`src/rtl/itp_pkg.sv`:
```
package itp_pkg;
  localparam int unsigned DEF_PC_W   = 32;
  localparam int unsigned DEF_HIST_W = 10;
  localparam int unsigned DEF_IDX_W  = 6;
  localparam int unsigned DEF_TAG_W  = 8;
  localparam int unsigned DEF_TGT_W  = 32;

  typedef enum logic [1:0] {
    RSP_IDLE = 2'd0,
    RSP_MISS = 2'd1,
    RSP_HIT  = 2'd2
  } rsp_kind_e;
endpackage

```
`src/rtl/itp_hash.sv`:
```
module itp_hash #(
  parameter int unsigned PC_W   = itp_pkg::DEF_PC_W,
  parameter int unsigned HIST_W = itp_pkg::DEF_HIST_W,
  parameter int unsigned IDX_W  = itp_pkg::DEF_IDX_W,
  parameter int unsigned TAG_W  = itp_pkg::DEF_TAG_W
) (
  input  logic [PC_W-1:0]   pc,
  input  logic [HIST_W-1:0] hist,
  output logic [IDX_W-1:0]  idx,
  output logic [TAG_W-1:0]  tag
);
  localparam int unsigned IDX_LO = 2;
  localparam int unsigned TAG_LO = IDX_LO + IDX_W;
  localparam int unsigned USED_TOP = TAG_LO + TAG_W;

  // history bit i lands on index bit (i mod IDX_W)
  function automatic logic [IDX_W-1:0] fold_hist(input logic [HIST_W-1:0] h);
    logic [IDX_W-1:0] acc;
    acc = '0;
    for (int i = 0; i < HIST_W; i++) begin
      acc[i % IDX_W] = acc[i % IDX_W] ^ h[i];
    end
    return acc;
  endfunction

  function automatic logic [IDX_W-1:0] row_of(input logic [PC_W-1:0] p,
                                              input logic [HIST_W-1:0] h);
    return p[TAG_LO-1:IDX_LO] ^ fold_hist(h);
  endfunction

  assign idx = row_of(pc, hist);
  assign tag = pc[USED_TOP-1:TAG_LO];

  logic unused_pc_bits;
  generate
    if (PC_W > USED_TOP) begin : g_hi
      assign unused_pc_bits = ^{pc[IDX_LO-1:0], pc[PC_W-1:USED_TOP]};
    end else begin : g_nohi
      assign unused_pc_bits = ^pc[IDX_LO-1:0];
    end
  endgenerate
endmodule

```
`src/rtl/itp_store.sv`:
```
module itp_store #(
  parameter int unsigned IDX_W = itp_pkg::DEF_IDX_W,
  parameter int unsigned TAG_W = itp_pkg::DEF_TAG_W,
  parameter int unsigned TGT_W = itp_pkg::DEF_TGT_W
) (
  input  logic             clk,
  input  logic             rst_n,
  input  logic             clr,
  input  logic             wr_en,
  input  logic [IDX_W-1:0] wr_idx,
  input  logic [TAG_W-1:0] wr_tag,
  input  logic [TGT_W-1:0] wr_tgt,
  input  logic [IDX_W-1:0] rd_idx,
  output logic             rd_valid,
  output logic [TAG_W-1:0] rd_tag,
  output logic [TGT_W-1:0] rd_tgt
);
  localparam int unsigned ROWS = 1 << IDX_W;

  logic [ROWS-1:0]  valid_q;
  logic [ROWS-1:0]  wr_sel;
  logic [TAG_W-1:0] tag_q [ROWS];
  logic [TGT_W-1:0] tgt_q [ROWS];

  generate
    for (genvar r = 0; r < ROWS; r++) begin : g_row
      assign wr_sel[r] = wr_en && !clr && (wr_idx == IDX_W'(r));
    end
  endgenerate

  always_ff @(posedge clk or negedge rst_n) begin
    if (!rst_n) begin
      valid_q <= '0;
    end else if (clr) begin
      valid_q <= '0;
    end else begin
      valid_q <= valid_q | wr_sel;
    end
  end

  always_ff @(posedge clk) begin
    for (int r = 0; r < ROWS; r++) begin
      if (wr_sel[r]) begin
        tag_q[r] <= wr_tag;
        tgt_q[r] <= wr_tgt;
      end
    end
  end

  assign rd_valid = valid_q[rd_idx];
  assign rd_tag   = tag_q[rd_idx];
  assign rd_tgt   = tgt_q[rd_idx];

  assert_one_row_R6: assert property (@(posedge clk) disable iff (!rst_n)
    $onehot0(wr_sel));

  assert_write_lands_R6: assert property (@(posedge clk) disable iff (!rst_n)
    (wr_en && !clr) |=> (valid_q[$past(wr_idx)] && tgt_q[$past(wr_idx)] == $past(wr_tgt)
                         && tag_q[$past(wr_idx)] == $past(wr_tag)));

  assert_clear_all_R9: assert property (@(posedge clk) disable iff (!rst_n)
    clr |=> (valid_q == '0));
endmodule

```
`src/rtl/itp_resp.sv`:
```
module itp_resp #(
  parameter int unsigned TAG_W = itp_pkg::DEF_TAG_W,
  parameter int unsigned TGT_W = itp_pkg::DEF_TGT_W
) (
  input  logic             clk,
  input  logic             rst_n,
  input  logic             lk_valid,
  input  logic [TAG_W-1:0] lk_tag,
  input  logic             row_valid,
  input  logic [TAG_W-1:0] row_tag,
  input  logic [TGT_W-1:0] row_tgt,
  output logic             rsp_valid,
  output logic             rsp_hit,
  output logic [TGT_W-1:0] rsp_target
);
  import itp_pkg::*;

  function automatic rsp_kind_e classify(input logic req, input logic v,
                                         input logic [TAG_W-1:0] a,
                                         input logic [TAG_W-1:0] b);
    if (!req)            return RSP_IDLE;
    else if (v && a == b) return RSP_HIT;
    else                 return RSP_MISS;
  endfunction

  rsp_kind_e kind_d;
  assign kind_d = classify(lk_valid, row_valid, row_tag, lk_tag);

  always_ff @(posedge clk or negedge rst_n) begin
    if (!rst_n) begin
      rsp_valid  <= 1'b0;
      rsp_hit    <= 1'b0;
      rsp_target <= '0;
    end else begin
      rsp_valid  <= (kind_d != RSP_IDLE);
      rsp_hit    <= (kind_d == RSP_HIT);
      rsp_target <= (kind_d == RSP_HIT) ? row_tgt : '0;
    end
  end

  assert_answer_follows_R2: assert property (@(posedge clk) disable iff (!rst_n)
    lk_valid |=> rsp_valid);

  assert_no_stray_answer_R2: assert property (@(posedge clk) disable iff (!rst_n)
    !lk_valid |=> !rsp_valid);

  assert_hit_needs_answer_R11: assert property (@(posedge clk) disable iff (!rst_n)
    rsp_hit |-> rsp_valid);

  assert_miss_zero_R5: assert property (@(posedge clk) disable iff (!rst_n)
    !rsp_hit |-> (rsp_target == '0));
endmodule

```
`src/rtl/ind_target_pred.sv`:
```
module ind_target_pred #(
  parameter int unsigned PC_W   = itp_pkg::DEF_PC_W,
  parameter int unsigned HIST_W = itp_pkg::DEF_HIST_W,
  parameter int unsigned IDX_W  = itp_pkg::DEF_IDX_W,
  parameter int unsigned TAG_W  = itp_pkg::DEF_TAG_W,
  parameter int unsigned TGT_W  = itp_pkg::DEF_TGT_W
) (
  input  logic              clk,
  input  logic              rst_n,
  input  logic              clr,
  input  logic              lk_valid,
  input  logic [PC_W-1:0]   lk_pc,
  input  logic [HIST_W-1:0] lk_hist,
  output logic              rsp_valid,
  output logic              rsp_hit,
  output logic [TGT_W-1:0]  rsp_target,
  input  logic              upd_valid,
  input  logic [PC_W-1:0]   upd_pc,
  input  logic [HIST_W-1:0] upd_hist,
  input  logic [TGT_W-1:0]  upd_target
);
  logic [IDX_W-1:0] lk_idx, up_idx;
  logic [TAG_W-1:0] lk_tag, up_tag;
  logic             row_valid;
  logic [TAG_W-1:0] row_tag;
  logic [TGT_W-1:0] row_tgt;

  itp_hash #(.PC_W(PC_W), .HIST_W(HIST_W), .IDX_W(IDX_W), .TAG_W(TAG_W)) u_hash_lk (
    .pc(lk_pc), .hist(lk_hist), .idx(lk_idx), .tag(lk_tag)
  );

  itp_hash #(.PC_W(PC_W), .HIST_W(HIST_W), .IDX_W(IDX_W), .TAG_W(TAG_W)) u_hash_up (
    .pc(upd_pc), .hist(upd_hist), .idx(up_idx), .tag(up_tag)
  );

  itp_store #(.IDX_W(IDX_W), .TAG_W(TAG_W), .TGT_W(TGT_W)) u_store (
    .clk(clk), .rst_n(rst_n), .clr(clr),
    .wr_en(upd_valid), .wr_idx(up_idx), .wr_tag(up_tag), .wr_tgt(upd_target),
    .rd_idx(lk_idx), .rd_valid(row_valid), .rd_tag(row_tag), .rd_tgt(row_tgt)
  );

  itp_resp #(.TAG_W(TAG_W), .TGT_W(TGT_W)) u_resp (
    .clk(clk), .rst_n(rst_n), .lk_valid(lk_valid), .lk_tag(lk_tag),
    .row_valid(row_valid), .row_tag(row_tag), .row_tgt(row_tgt),
    .rsp_valid(rsp_valid), .rsp_hit(rsp_hit), .rsp_target(rsp_target)
  );

  assert_idle_after_reset_R1: assert property (@(posedge clk) disable iff (!rst_n)
    $rose(rst_n) |-> (!rsp_valid && !rsp_hit));
endmodule

```
`config.mk`:
```
export PLATFORM = sky130hd
export DESIGN_NAME = ind_target_pred
export DESIGN_NICKNAME = d
export VERILOG_FILES = /design/src/rtl/itp_pkg.sv /design/src/rtl/itp_hash.sv /design/src/rtl/itp_store.sv /design/src/rtl/itp_resp.sv /design/src/rtl/ind_target_pred.sv
export SDC_FILE = /design/constraint.sdc
export NUM_CORES = 2
export LEC_CHECK = 0
export BUFFER_PORTS_ARGS = -buffer_cell sky130_fd_sc_hd__buf_4
export CORE_MARGIN = 5
export CORE_UTILIZATION = 62
export CTS_BUF_LIST = sky130_fd_sc_hd__clkbuf_16
export DETAILED_ROUTE_END_ITERATION = 10
export PLACE_DENSITY = 0.79
export SYNTH_ARGS = -nofsm -noshare
export SYNTH_HDL_FRONTEND = slang
export SYNTH_SLANG_ARGS = --single-unit
```
`constraint.sdc`:
```
create_clock -name clk -period 3.38 [get_ports clk]
set_input_delay 0.507 -clock clk [delete_from_list [all_inputs] [get_ports clk]]
set_output_delay 0.507 -clock clk [all_outputs]
set_load 0.01 [all_outputs]
```
# Word level (Yosys, flattened, before mapping)
# Memory sizes are Yosys's and may differ from the RTL's.
# Index checks and enable logic that the tools add are counted.
[classes]
n_lt_le_gt_ge = 1
muxes = 512
n_reduce_logical = 195
n_bitwise = 11
n_eq_ne = 65
[ops]
columns = ["cell", "n"]
rows = [
  ["32-bit 2-to-1 mux", 64],
  ["32-bit OR reduction", 63],
  ["6-bit 2-to-1 mux", 126],
  ["8-bit 2-to-1 mux", 63],
  ["8-bit OR reduction", 63],
  ["1-bit 2-to-1 mux", 255],
  ["6-bit equality test, second input constant", 32],
  ["6-bit by 5-bit equality test with 1-bit output, second input constant", 16],
  ["1-bit logical AND", 66],
  ["64-bit 2-to-1 mux", 1],
  ["64-bit OR", 1],
  ["6-bit by 4-bit equality test with 1-bit output, second input constant", 8],
  ["6-bit by 3-bit equality test with 1-bit output, second input constant", 4],
  ["6-bit by 2-bit equality test with 1-bit output, second input constant", 2],
  ["6-bit XOR", 2],
  ["8-bit equality test", 1],
  ["1-bit XOR", 8],
  ["6-bit by 7-bit < comparator with 1-bit output, second input constant", 1],
  ["1-bit binary-select mux with 6-bit select", 1],
  ["6-bit by 1-bit equality test with 1-bit output, second input constant", 1],
  ["6-bit logical NOT", 1],
  ["2-bit 2-to-1 mux", 2],
  ["2-bit equality test, second input constant", 1],
  ["2-bit nonzero test", 1],
  ["1-bit logical NOT", 1],
]
[word_totals]
regBits = 98
inputBits = 121
wordCells = 790
memories = 2
output_inout_bits = 34
ram_bits = 2560
[memory_table]
columns = ["name", "depth", "word_bits", "read_ports", "rd_ports_with_merged_regs", "write_ports", "line", "text"]
rows = [
  ["u_store.tgt_q", 64, 32, 1, 0, 1, "itp_store.sv:23", "logic [TGT_W-1:0] tgt_q [ROWS];"],
  ["u_store.tag_q", 64, 8, 1, 0, 1, "itp_store.sv:22", "logic [TAG_W-1:0] tag_q [ROWS];"],
]

# Logic depth before layout (Yosys ltp)
[logic_depth]
depth_word = 70
depth_mapped = 15

# Cells and area by module
# A second synthesis with hierarchy kept.
[unflattened]
cells_unflattened = 4562
hier_area_um2 = 101919.0
[by_module_without_submodules]
columns = ["module", "cells_each", "seq_area_each_um2", "instances", "area_per_inst_um2"]
rows = [
  ["itp_store", 4406, 78475.3, 1, 99928.3],
  ["itp_resp", 128, 850.8, 1, 1645.3],
  ["itp_hash", 14, 0.0, 2, 172.7],
]

# Worst setup path before layout
# OpenSTA, ideal clock, no wires.
[synth_path]
kind = "input to register"
startpoint = "input lk_hist[6]"
endpoint = "register u_resp.rsp_target[14]"
path_stages = 14
required_ns = 3.249
arrival_ns = 3.362
slack_ns = -0.113
cell_sequence = "xor3_1 buf_6 buf_4 buf_4 buf_4 buf_4 buf_6 buf_2 buf_2 mux4_2 nand2_1 nand3_1 a311oi_1 nor3b_2"
[synth_between]
elab_chain_cells = 9
elab_cells_between_ends = 12
classes_between = "eq/ne (2); mux (5); bitwise (2); reduce/logical (1); memory (2)"
[synth_lines]
columns = ["item", "line", "text"]
rows = [
  ["from (decl)", "ind_target_pred.sv:13", "input logic [HIST_W-1:0] lk_hist,"],
  ["1-bit XOR (*)", "itp_hash.sv:21", "acc[i % IDX_W] = acc[i % IDX_W] ^ h[i];"],
  ["6-bit XOR (*)", "itp_hash.sv:28", "return p[TAG_LO-1:IDX_LO] ^ fold_hist(h);"],
  ["memory 64 x 8 bit / 1-bit binary-select mux with 6-bit select (equally long branches)", "--", ""],
  ["8-bit equality test / 1-bit 2-to-1 mux (equally long branches)", "itp_resp.sv:22, itp_store.sv:50", ""],
  ["1-bit logical AND", "itp_resp.sv:22", "else if (v && a == b) return RSP_HIT;"],
  ["2-bit 2-to-1 mux", "itp_resp.sv:22", ""],
  ["2-bit 2-to-1 mux", "itp_resp.sv:21", "if (!req) return RSP_IDLE;"],
  ["2-bit equality test", "itp_resp.sv:37", "rsp_target <= (kind_d == RSP_HIT) ? row_tgt : '0;"],
  ["32-bit 2-to-1 mux (*)", "itp_resp.sv:37", ""],
  ["to (signal assigned)", "itp_resp.sv:37", ""],
  ["to (decl)", "itp_resp.sv:14", "output logic [TGT_W-1:0] rsp_target"],
]
# Mark *: on every way between the ends. The rest lies on a longest branch, timed or not. The select of a mux whose other input is x is not followed.

# Worst setup path in the final report
[layout_path]
startpoint = "input lk_hist[7]"
endpoint = "register u_resp.rsp_target[12]"
# The elaborated chain is that of the path after synthesis.

==> results.ini <==
[outcome]
status = finished, violations left
violations = setup timing

[global_route]
grtUsageMet1_pct = 46.1
antenna_found_initial = 9
grt.total_usage_pct = 35.2
use_met3_pct = 10.5
grt_pass1_vias = 59400
grt_max_degree = 105
grt_overflow = 0
grt_pass1_wl_mm = 433
use_met2_pct = 53.7
grt_busiest_layer = met2

[setup_path]
cp.required_ns = 4.19
cp-end-kind = register
r2r_start = u_store.tag_q[12][2]$_DFFE_PP_
cp.arrival_ns = 4.21
r2r-end = u_resp.rsp_target[12]$_DFF_PN0_
ff2ff_path_depth = 12
crit_fanout = 14
crit_type = in2reg
rrSetupSlack_ns = 0.07
start_kind = primary input

[sta]
slew_violations = 0
finalCritPeriodShare_pct = 100
maxSlewHeadroom_pct = 26.1
hold_viol = 0
fin_worst_skew_ns = 0.0729
period_minus_slack_ns = 3.40
hold_slack_ns = 0.134
setup_viol = 4
worstMarginPinSlew_ns = 1.10
worst_slack_ns = -0.0162
max_freq_mhz = 294
setup_tns_ns = -0.0430

[yosys]
synth_top_area_share_pct = 74.5
synth_area_um2 = 103000
avgSynthCellArea_um2 = 19.3
synth-async-reset-ratio_pct = 3.69
seq_area_frac_synth_pct = 76.9
yosysTopAreaCell = edfxtp_1
synthesis.nets = 5475
yosys_register_bits = 2658
synth-edff-count = 2560
synthFlopType = edfxtp_1
ys_warn_count = 0
synth_cell_types = 63
synth_area_leaders = edfxtp_1, mux4_2, nand2_1, dfrtp_1, nand3_1
synthCells = 5354

[power]
cellPowerDensity_nw_per_um2 = 614
power_switching_uw = 17800
pwr-share-comb_pct = 12.3
swShare_pct = 24.5
p_leak_uw = 0.0391
peakVddDrop_uv = 589
pwr-share-clk_pct = 37.5
seqPwrFrac_pct = 50.2
intPower_uw = 54800

[placement]
gp_congestion = 0.929
port_buffers = 118
hpwl_mm = 163
dp.cells = 7737

[floorplanning]
die_area_um2 = 175000
die_x_um = 418
rows = 149
io_pins = 155
die_y_um = 418
initial_core_util_pct = 62.4
core-area_um2 = 165000

[detailed_routing]
num_vias = 59400
drc = 0
wire_per_inst_um = 37.4
ant_nets = 0
detail_route.first_pass.iterations = 9
wl_mm = 306
viasPerCell = 7.24
drt-initial-drc-count = 10800

[hold_path]
hold_end = u_store.tgt_q[3][15]$_DFFE_PP_
min_from = upd_target[15]
min_path_type = in2reg
hold_depth = 1

[run]
drv_cap = 0

[cells_and_area]
mostFrequentLayoutCells = edfxtp_1, nand2_1, mux4_2, buf_4, nand3_1
final_common_cell = edfxtp_1
instances_no_fill = 8200
utilization_pct = 71.6
drive_above_1_share_pct = 25.8
syn2layout_area_growth_pct = 14.7
final_net_count = 5920

[clocking]
root_buffer = clkbuf_16
htreeDepth = 4
clock_latency_ns = 0.90
numCtsBuffers = 240
clkSinkCount = 2658
clkTransAtPathRegs_ns = 0.07
cts_tree = done
clockBufferDepth = 3

-- cells by family after synthesis --
kind of cell / Yosys count / share of synthesized area (%)
flops: 2658 / 76.9
xor+xnor: 38 / 0.436
mux: 629 / 12.9
buf+inv: 310 / 1.51
compound gates: 249 / 1.99
simple gates: 1470 / 6.29
-- layer usage --
layer / up-vias / share of wire (%)
li1: 22400 / -
met3: 1235 / 15
met5: - / 0
met4: 0 / 7.4
met1: 29800 / 32
met2: 5966 / 46
-- state kept, by name, indices dropped and copies added (netlist names) --
signal	cells
u_store.tgt_q	2048
u_store.tag_q	512
u_store.valid_q	64
u_resp.rsp_target	32
u_resp.rsp_hit	1
u_resp.rsp_valid	1
-- per-stage QoR --
stage	setup WS [ns]	area (um^2)	total power, uW
6_report	-0.0162	118000	72600
4_1_cts	0.00832	118000	72500
3_5_place_dp	-1.15	110000	45700
3_3_place_gp	-1.05	110000	45500
5_1_grt	-0.0619	118000	74600
2_1_floorplan	-0.00963	103000	42500
-- critical path, stage by stage --
cell and delay, ns:
buf_4 0.08, xor3_4 0.50, buf_12 0.19, buf_4 0.15
mux2_1 0.33, o311ai_1 0.32, a21oi_1 0.15, or4_1 0.44
a211oi_1 0.30, buf_4 0.19, o22ai_2 0.08, nor4_4 0.29
buf_12 0.21, buf_16 0.19, nor3b_2 0.23
-- how the worst max path moves through the flow --
stage | startpoint | end | slack, ns | cells past startpoint
floorplan | lk_hist[7] | u_resp.rsp_target[14]$_DFF_PN0_ | -0.01 | 11
global placement | lk_hist[6] | u_resp.rsp_target[31]$_DFF_PN0_ | -1.05 | 13
CTS | lk_pc[2] | u_resp.rsp_target[18]$_DFF_PN0_ | 0.008 | 14
finish | lk_hist[7] | u_resp.rsp_target[12]$_DFF_PN0_ | -0.02 | 15
detailed placement | lk_hist[6] | u_resp.rsp_target[18]$_DFF_PN0_ | -1.15 | 13
global route | lk_hist[6] | u_resp.rsp_target[29]$_DFF_PN0_ | -0.06 | 17
-- final cells by class --
class                   instances  area [um^2]
repair buffers                513         5430
flip-flops and latches       2658        79300
fillers                      9099        46900
diodes                          4         10.0
clock inverters               208         1840
clock buffers                 242         6060
well taps                    2189         2740
multi-input cells            2386        22900
-- power by group through the flow --
stage | clock network, uW | logic (uW) | registers (uW)
floorplan | 0 | 5330 | 37100
global placement | 0 | 8340 | 37100
detailed placement | 0 | 8520 | 37200
CTS | 27300 | 8740 | 36500
global route | 28800 | 9340 | 36500
finish | 27200 | 8950 | 36500
-- synthesized netlist by cell type (3+ instances only) --
master and count:
edfxtp_1 2560, buf_2 107, o211ai_1 4, and3_1 70, nor3b_1 4, buf_1 18
a22oi_1 14, xnor3_1 4, a31oi_1 13, dfrtp_1 98, nor3_2 3, nand2_1 842
nand4_1 21, buf_6 13, mux4_2 557, a221oi_1 3, nor3b_2 29, mux2i_1 71
nor3_1 3, clkbuf_1 134, buf_4 36, o31ai_1 3, a32oi_1 17, xor3_1 3
o2111ai_1 3, xor2_1 13, xnor2_1 17, a21oi_1 17, a311oi_1 129, o21ba_2 18
nand3_1 297, o31a_1 3, o21ai_0 3, nor2_1 184, o22ai_1 4
-- what timing repair did --
action,in CTS,in global routing
resized for setup,1,23
pin swaps,2,3
hold buffers,2,0
cloned,0,1
setup endpoints to repair,33,32
endpoints found under the hold margin,54,0
buffers inserted,3,3
No activity file was read; power rests on OpenSTA's default activity.
